$ cat src/rtl/asp_pkg.sv
package asp_pkg;
   typedef enum logic [2:0] {
      PH_IDLE   = 3'd0,
      PH_SETUP  = 3'd1,
      PH_STROBE = 3'd2,
      PH_EXTEND = 3'd3,
      PH_HOLD   = 3'd4
   } asp_phase_e;
endpackage

$ cat src/rtl/asp_wait_sync.sv
module asp_wait_sync #(
   parameter int STAGES = 2
) (
   input  logic clk,
   input  logic rst_n,
   input  logic pin,
   output logic level,
   output logic rise
);
   logic [STAGES-1:0] chain;
   logic              prev;

   if (STAGES < 2) begin : g_bad_stages
      $error("asp_wait_sync: STAGES must be at least 2");
   end

   always_ff @(posedge clk or negedge rst_n) begin
      if (!rst_n) chain[0] <= 1'b0;
      else        chain[0] <= pin;
   end

   for (genvar i = 1; i < STAGES; i++) begin : g_stage
      always_ff @(posedge clk or negedge rst_n) begin
         if (!rst_n) chain[i] <= 1'b0;
         else        chain[i] <= chain[i-1];
      end
   end

   always_ff @(posedge clk or negedge rst_n) begin
      if (!rst_n) prev <= 1'b0;
      else        prev <= chain[STAGES-1];
   end

   assign level = chain[STAGES-1];
   assign rise  = chain[STAGES-1] & ~prev;
endmodule

$ cat src/rtl/asp_phase_fsm.sv
module asp_phase_fsm
   import asp_pkg::*;
#(
   parameter int CNT_W   = 4,
   parameter int EXT_W   = 8,
   parameter int MIN_SUM = 4
) (
   input  logic             clk,
   input  logic             rst_n,
   input  logic             start,
   input  logic             start_wr,
   input  logic [CNT_W-1:0] rd_setup,
   input  logic [CNT_W-1:0] rd_strobe,
   input  logic [CNT_W-1:0] rd_hold,
   input  logic [CNT_W-1:0] wr_setup,
   input  logic [CNT_W-1:0] wr_strobe,
   input  logic [CNT_W-1:0] wr_hold,
   input  logic             ext_en,
   input  logic [EXT_W-1:0] max_ext,
   input  logic             wait_act,
   output asp_phase_e       ph,
   output logic [EXT_W-1:0] ext_cnt,
   output logic             busy,
   output logic             strobe_act,
   output logic             done,
   output logic             tmo_pulse
);
   localparam int SUM_W = CNT_W + 1;

   logic [CNT_W-1:0] cnt;
   logic             dir_wr;
   logic             resumed;
   logic [CNT_W-1:0] sel_setup, sel_strobe, sel_hold;
   logic [SUM_W-1:0] win_sum;
   logic             ext_ok;
   logic             at_ceiling;

   if (CNT_W < 3) begin : g_bad_cnt
      $error("asp_phase_fsm: CNT_W too small for the setup plus strobe rule");
   end
   if (EXT_W < 1) begin : g_bad_ext
      $error("asp_phase_fsm: EXT_W must be positive");
   end

   always_comb begin
      sel_setup  = dir_wr ? wr_setup  : rd_setup;
      sel_strobe = dir_wr ? wr_strobe : rd_strobe;
      sel_hold   = dir_wr ? wr_hold   : rd_hold;
   end

   assign win_sum    = {1'b0, sel_setup} + {1'b0, sel_strobe};
   assign ext_ok     = ext_en && (win_sum > SUM_W'(MIN_SUM));
   assign at_ceiling = (ext_cnt == max_ext);

   always_ff @(posedge clk or negedge rst_n) begin
      if (!rst_n) begin
         ph      <= PH_IDLE;
         cnt     <= '0;
         ext_cnt <= '0;
         dir_wr  <= 1'b0;
         resumed <= 1'b0;
      end else begin
         unique case (ph)
            PH_IDLE: begin
               if (start) begin
                  dir_wr  <= start_wr;
                  cnt     <= start_wr ? wr_setup : rd_setup;
                  resumed <= 1'b0;
                  ph      <= PH_SETUP;
               end
            end
            PH_SETUP: begin
               if (cnt == '0) begin
                  cnt <= sel_strobe;
                  ph  <= PH_STROBE;
               end else begin
                  cnt <= cnt - 1'b1;
               end
            end
            PH_STROBE: begin
               if (cnt != '0) begin
                  cnt <= cnt - 1'b1;
               end else if (ext_ok && wait_act && !resumed) begin
                  ext_cnt <= '0;
                  ph      <= PH_EXTEND;
               end else begin
                  cnt <= sel_hold;
                  ph  <= PH_HOLD;
               end
            end
            PH_EXTEND: begin
               if (!wait_act) begin
                  resumed <= 1'b1;
                  ph      <= PH_STROBE;
               end else if (at_ceiling) begin
                  cnt <= sel_hold;
                  ph  <= PH_HOLD;
               end else begin
                  ext_cnt <= ext_cnt + 1'b1;
               end
            end
            PH_HOLD: begin
               if (cnt == '0) ph <= PH_IDLE;
               else           cnt <= cnt - 1'b1;
            end
            default: ph <= PH_IDLE;
         endcase
      end
   end

   assign busy       = (ph != PH_IDLE);
   assign strobe_act = (ph == PH_STROBE) || (ph == PH_EXTEND);
   assign done       = (ph == PH_HOLD) && (cnt == '0);
   assign tmo_pulse  = (ph == PH_EXTEND) && wait_act && at_ceiling;
endmodule

$ cat src/rtl/asp_irq_regs.sv
module asp_irq_regs (
   input  logic clk,
   input  logic rst_n,
   input  logic set_rise,
   input  logic set_tmo,
   input  logic clr_rise,
   input  logic clr_tmo,
   input  logic en_rise,
   input  logic en_tmo,
   output logic raw_rise,
   output logic raw_tmo,
   output logic irq
);
   always_ff @(posedge clk or negedge rst_n) begin
      if (!rst_n) begin
         raw_rise <= 1'b0;
         raw_tmo  <= 1'b0;
      end else begin
         if (set_rise)      raw_rise <= 1'b1;
         else if (clr_rise) raw_rise <= 1'b0;
         if (set_tmo)       raw_tmo  <= 1'b1;
         else if (clr_tmo)  raw_tmo  <= 1'b0;
      end
   end

   assign irq = (raw_rise & en_rise) | (raw_tmo & en_tmo);
endmodule

$ cat src/rtl/async_strobe_seq.sv
module async_strobe_seq
   import asp_pkg::*;
#(
   parameter int CNT_W       = 4,
   parameter int EXT_W       = 8,
   parameter int SYNC_STAGES = 2,
   parameter int MIN_SUM     = 4
) (
   input  logic             clk,
   input  logic             rst_n,
   input  logic             start,
   input  logic             start_wr,
   input  logic [CNT_W-1:0] cfg_rd_setup,
   input  logic [CNT_W-1:0] cfg_rd_strobe,
   input  logic [CNT_W-1:0] cfg_rd_hold,
   input  logic [CNT_W-1:0] cfg_wr_setup,
   input  logic [CNT_W-1:0] cfg_wr_strobe,
   input  logic [CNT_W-1:0] cfg_wr_hold,
   input  logic             cfg_ext_en,
   input  logic             cfg_wait_pol,
   input  logic [EXT_W-1:0] cfg_max_ext,
   input  logic             wait_pin,
   input  logic             clr_rise,
   input  logic             clr_tmo,
   input  logic             en_rise,
   input  logic             en_tmo,
   output logic             busy,
   output logic             strobe_act,
   output logic             done,
   output logic             wait_level,
   output logic             raw_rise,
   output logic             raw_tmo,
   output logic             irq
);
   asp_phase_e       ph;
   logic [EXT_W-1:0] ext_cnt;
   logic             rise_evt;
   logic             wait_act;
   logic             tmo_pulse;

   asp_wait_sync #(.STAGES(SYNC_STAGES)) u_sync (
      .clk   (clk),
      .rst_n (rst_n),
      .pin   (wait_pin),
      .level (wait_level),
      .rise  (rise_evt)
   );

   assign wait_act = cfg_wait_pol ? wait_level : ~wait_level;

   asp_phase_fsm #(.CNT_W(CNT_W), .EXT_W(EXT_W), .MIN_SUM(MIN_SUM)) u_fsm (
      .clk        (clk),
      .rst_n      (rst_n),
      .start      (start),
      .start_wr   (start_wr),
      .rd_setup   (cfg_rd_setup),
      .rd_strobe  (cfg_rd_strobe),
      .rd_hold    (cfg_rd_hold),
      .wr_setup   (cfg_wr_setup),
      .wr_strobe  (cfg_wr_strobe),
      .wr_hold    (cfg_wr_hold),
      .ext_en     (cfg_ext_en),
      .max_ext    (cfg_max_ext),
      .wait_act   (wait_act),
      .ph         (ph),
      .ext_cnt    (ext_cnt),
      .busy       (busy),
      .strobe_act (strobe_act),
      .done       (done),
      .tmo_pulse  (tmo_pulse)
   );

   asp_irq_regs u_irq (
      .clk      (clk),
      .rst_n    (rst_n),
      .set_rise (rise_evt),
      .set_tmo  (tmo_pulse),
      .clr_rise (clr_rise),
      .clr_tmo  (clr_tmo),
      .en_rise  (en_rise),
      .en_tmo   (en_tmo),
      .raw_rise (raw_rise),
      .raw_tmo  (raw_tmo),
      .irq      (irq)
   );
endmodule

$ cat config.mk
export PLATFORM = sky130hd
export DESIGN_NAME = async_strobe_seq
export DESIGN_NICKNAME = d
export VERILOG_FILES = /design/src/rtl/asp_pkg.sv /design/src/rtl/asp_wait_sync.sv /design/src/rtl/asp_phase_fsm.sv /design/src/rtl/asp_irq_regs.sv /design/src/rtl/async_strobe_seq.sv
export SDC_FILE = /design/constraint.sdc
export NUM_CORES = 1
export LEC_CHECK = 0
export BUFFER_PORTS_ARGS = -buffer_cell sky130_fd_sc_hd__buf_2
export CORE_UTILIZATION = 35
export CTS_BUF_LIST = sky130_fd_sc_hd__clkbuf_4 sky130_fd_sc_hd__clkbuf_8
export DETAILED_ROUTE_END_ITERATION = 8
export GPL_ROUTABILITY_DRIVEN = 0
export GPL_TIMING_DRIVEN = 0
export RECOVER_POWER = 100
export SLEW_MARGIN = 20
export SYNTH_ARGS = -nofsm -noshare
export SYNTH_HDL_FRONTEND = slang
export SYNTH_SLANG_ARGS = --single-unit
$ cat constraint.sdc
create_clock -name clk -period 3.7 [get_ports clk]
set_input_delay 1.11 -clock clk [delete_from_list [all_inputs] [get_ports clk]]
set_output_delay 1.11 -clock clk [all_outputs]
set_load 0.005 [all_outputs]
==> metrics.txt <==
status=finished clean; Yosys cell types=between 50 and 60; leakage power total=between 0.9 and 1 nW; clock transition at the register clock pins on the worst setup and hold paths after CTS=0.07 ns; commonest cells after routing, fill and taps aside=42 x buf_2, 22 x dfrtp_1, 15 x clkbuf_1, 15 x a21oi_1, 14 x nor2_1; number of pins exceeding their max-slew limit in the final report=0; post-route worst hold slack=~0.35 ns; Yosys reg bits=22; flip-flop cell with the highest count after synthesis=dfrtp_1; Net count, final=310; peak ir drop on the vdd network=approximately 0.31 mV; number of enable flip-flop cells after synthesis=0; overall via count from detail_route=roughly 1700; layout cells sized above 1=approximately a quarter; growth of design area from synthesis to finish=18.7%; floorplan row count=25; Setup violations, final=0; CTS Root Buffer Type=clkbuf_8; initial antenna violation count=0; global-route wire length before repair=between 7 and 8 mm; Yosys warning total=0; # hold bufs at CTS=0; final-report hold violation count=0; later-pin clock latency in the skew report=~0.26 ns; post-synthesis instance area=roughly 0.0018 mm²; violation count after the first detailed-route iteration=69; leading cell type in the layout, fill and taps excluded=buf_2; shortest clock period the worst path allows after layout=3.39 ns; half-perimeter wire length of the detailed placement result=roughly 3.6 mm; core area=~0.005 mm²; data required time at the worst endpoint=3.84 ns; effective utilization at floorplan=between 30% and 40%; Tightest Hold Check Type=reg2reg; power density normalized to cell area=between 700 and 800 mW/mm²; Resize count post-CTS=0; type of the worst setup path=reg2reg; number of clock sinks=22; Post CTS Setup Buffer Count=0; largest net degree at the start of global routing=23; least setup slack across all paths after layout=between 0.3 and 0.4 ns; Die Y=74.4 µm; GRT Resource Usage Total=17.0%; maximum fanout along the worst path=10; number of global-route vias before repair=1574; Arrival @ worst endpoint=3.54 ns; Via density=roughly 5.3; utilization of the core after routing=between 40% and 50%; count of input and output buffers=48; final clock skew=between 0.002 and 0.003 ns; final cycle utilization of the critical path=roughly nine tenths; Routed WL=4.47 mm; H-tree depth reported by CTS=1; endpoint kind of the worst setup timing path=flip-flop; Total Negative Setup Slacks=0 ns; width of the chip=around 74 µm; total congestion overflow after global routing=0; kind of start point of the critical path=flip-flop; register area share after synthesis=between 30% and 40%; remaining max-slew budget at the tightest pin=a little under a quarter; ant diodes=0; Num CTS Buffers=3; Post-Synthesis Mean Instance Area=roughly 8.9 µm²; setup repair after global routing missed its margin=no; Boundary Pins=50; asr flop ratio synth=100%; number of detailed-routing iterations run before antenna repair=4; Cells after Synth=just over 200; highest clock rate=0.295 GHz; Syn Nets=approximately 260; maximum capacitance violations=0; floorplan die area=between 0.005 and 0.006 mm²; number of buffers on the longest clock path=2; clock tree from TritonCTS=built; total DRC errors in the routed layout=0; antenna viol nets, final=0; post-placement setup slack=around 0.09 ns; drt wl/cell=13.8 µm; Tightest Pin Transition=between 1 and 1.5 ns
-- cells in the mapped netlist (6+ instances only) --
master,count,share of area [%]
ha_1,7,4.8
clkbuf_1,8,1.6
xor2_1,10,4.8
mux2_2,12,7.4
nand2_1,7,1.4
dfrtp_1,22,30
nor2_1,14,2.9
mux2i_1,6,3.3
inv_1,11,2.3
nand3_1,6,1.6
a21oi_1,15,4.1
o21ai_1,6,1.6
o22ai_1,7,2.4
or3_1,6,2.0
-- kinds of logic after synthesis --
family	after synthesis	synth area share, %
compound gates	59	21.3
xor+xnor	14	6.68
fa+ha+maj	8	5.87
buf+inv	23	4.98
flops	22	30.0
mux	20	11.9
simple gates	60	19.3
-- layout make-up --
cell class	instances	area (µm²)
Tap cell	67	83.8
Sequential cell	22	551
Buffer	11	46.3
Timing Repair Buffer	48	233
Fill cell	502	2700
Clock buffer	3	41.3
Multi-Input combinational cell	161	1180
Inverter	12	45.0
-- path summary, 6_finish.rpt --
path / start / to / slack (ns) / depth (start not counted)
setup / recovery: u_fsm.dir_wr / u_fsm.cnt[1] / 0.31 / 11
hold / removal: u_sync.chain[0] / u_sync.level / 0.35 / 0
setup reg to reg: u_fsm.dir_wr / u_fsm.cnt[1] / 0.31 / 11
hold reg to reg: u_sync.chain[0] / u_sync.level / 0.35 / 0
max in group asynchronous: rst_n / u_fsm.ext_cnt[4] / 1.95 / 1
min in group asynchronous: rst_n / u_fsm.ext_cnt[1] / 1.06 / 1
-- flip-flops by register name (all words and copies together) (netlist names) --
register / cells
u_sync.chain: 1
u_irq.raw_rise: 1
u_fsm.dir_wr: 1
u_fsm.resumed: 1
u_fsm.ph: 3
u_fsm.ext_cnt: 8
u_sync.prev: 1
u_irq.raw_tmo: 1
u_fsm.cnt: 4
u_sync.level: 1
-- per-stage QoR --
stage,std cells,cell area (µm²),total power [mW]
floorplan,206,1830,1.24
CTS,324,2200,1.64
global placement,321,2160,1.47
finish,324,2180,1.61
global route,324,2180,1.77
detailed placement,321,2160,1.48
-- power by group --
part | switching [mW] | internal, mW
Combinational | 0.546 | 0.465
Sequential | 0.113 | 0.338
Clock | 0.0709 | 0.0725
-- critical path, stage by stage, from the launching register on --
cell	delay [ns]
dfrtp_1	0.43
clkbuf_1	0.46
mux2_2	0.26
ha_1	0.21
inv_1	0.07
fa_1	0.47
nor2b_1	0.12
o21ai_0	0.13
o211a_1	0.24
buf_4	0.18
nor3_1	0.35
mux2_1	0.36
-- routing by layer --
layer | share of wire, % | up-vias | global-route usage, %
met5 | 0 | - | 0
met4 | 0.98 | 0 | 4.19
met3 | 3.7 | 4 | 2.98
met2 | 47 | 40 | 26.6
met1 | 48 | 793 | 24.2
li1 | - | 866 | -
No activity file was read; power rests on OpenSTA's default activity.
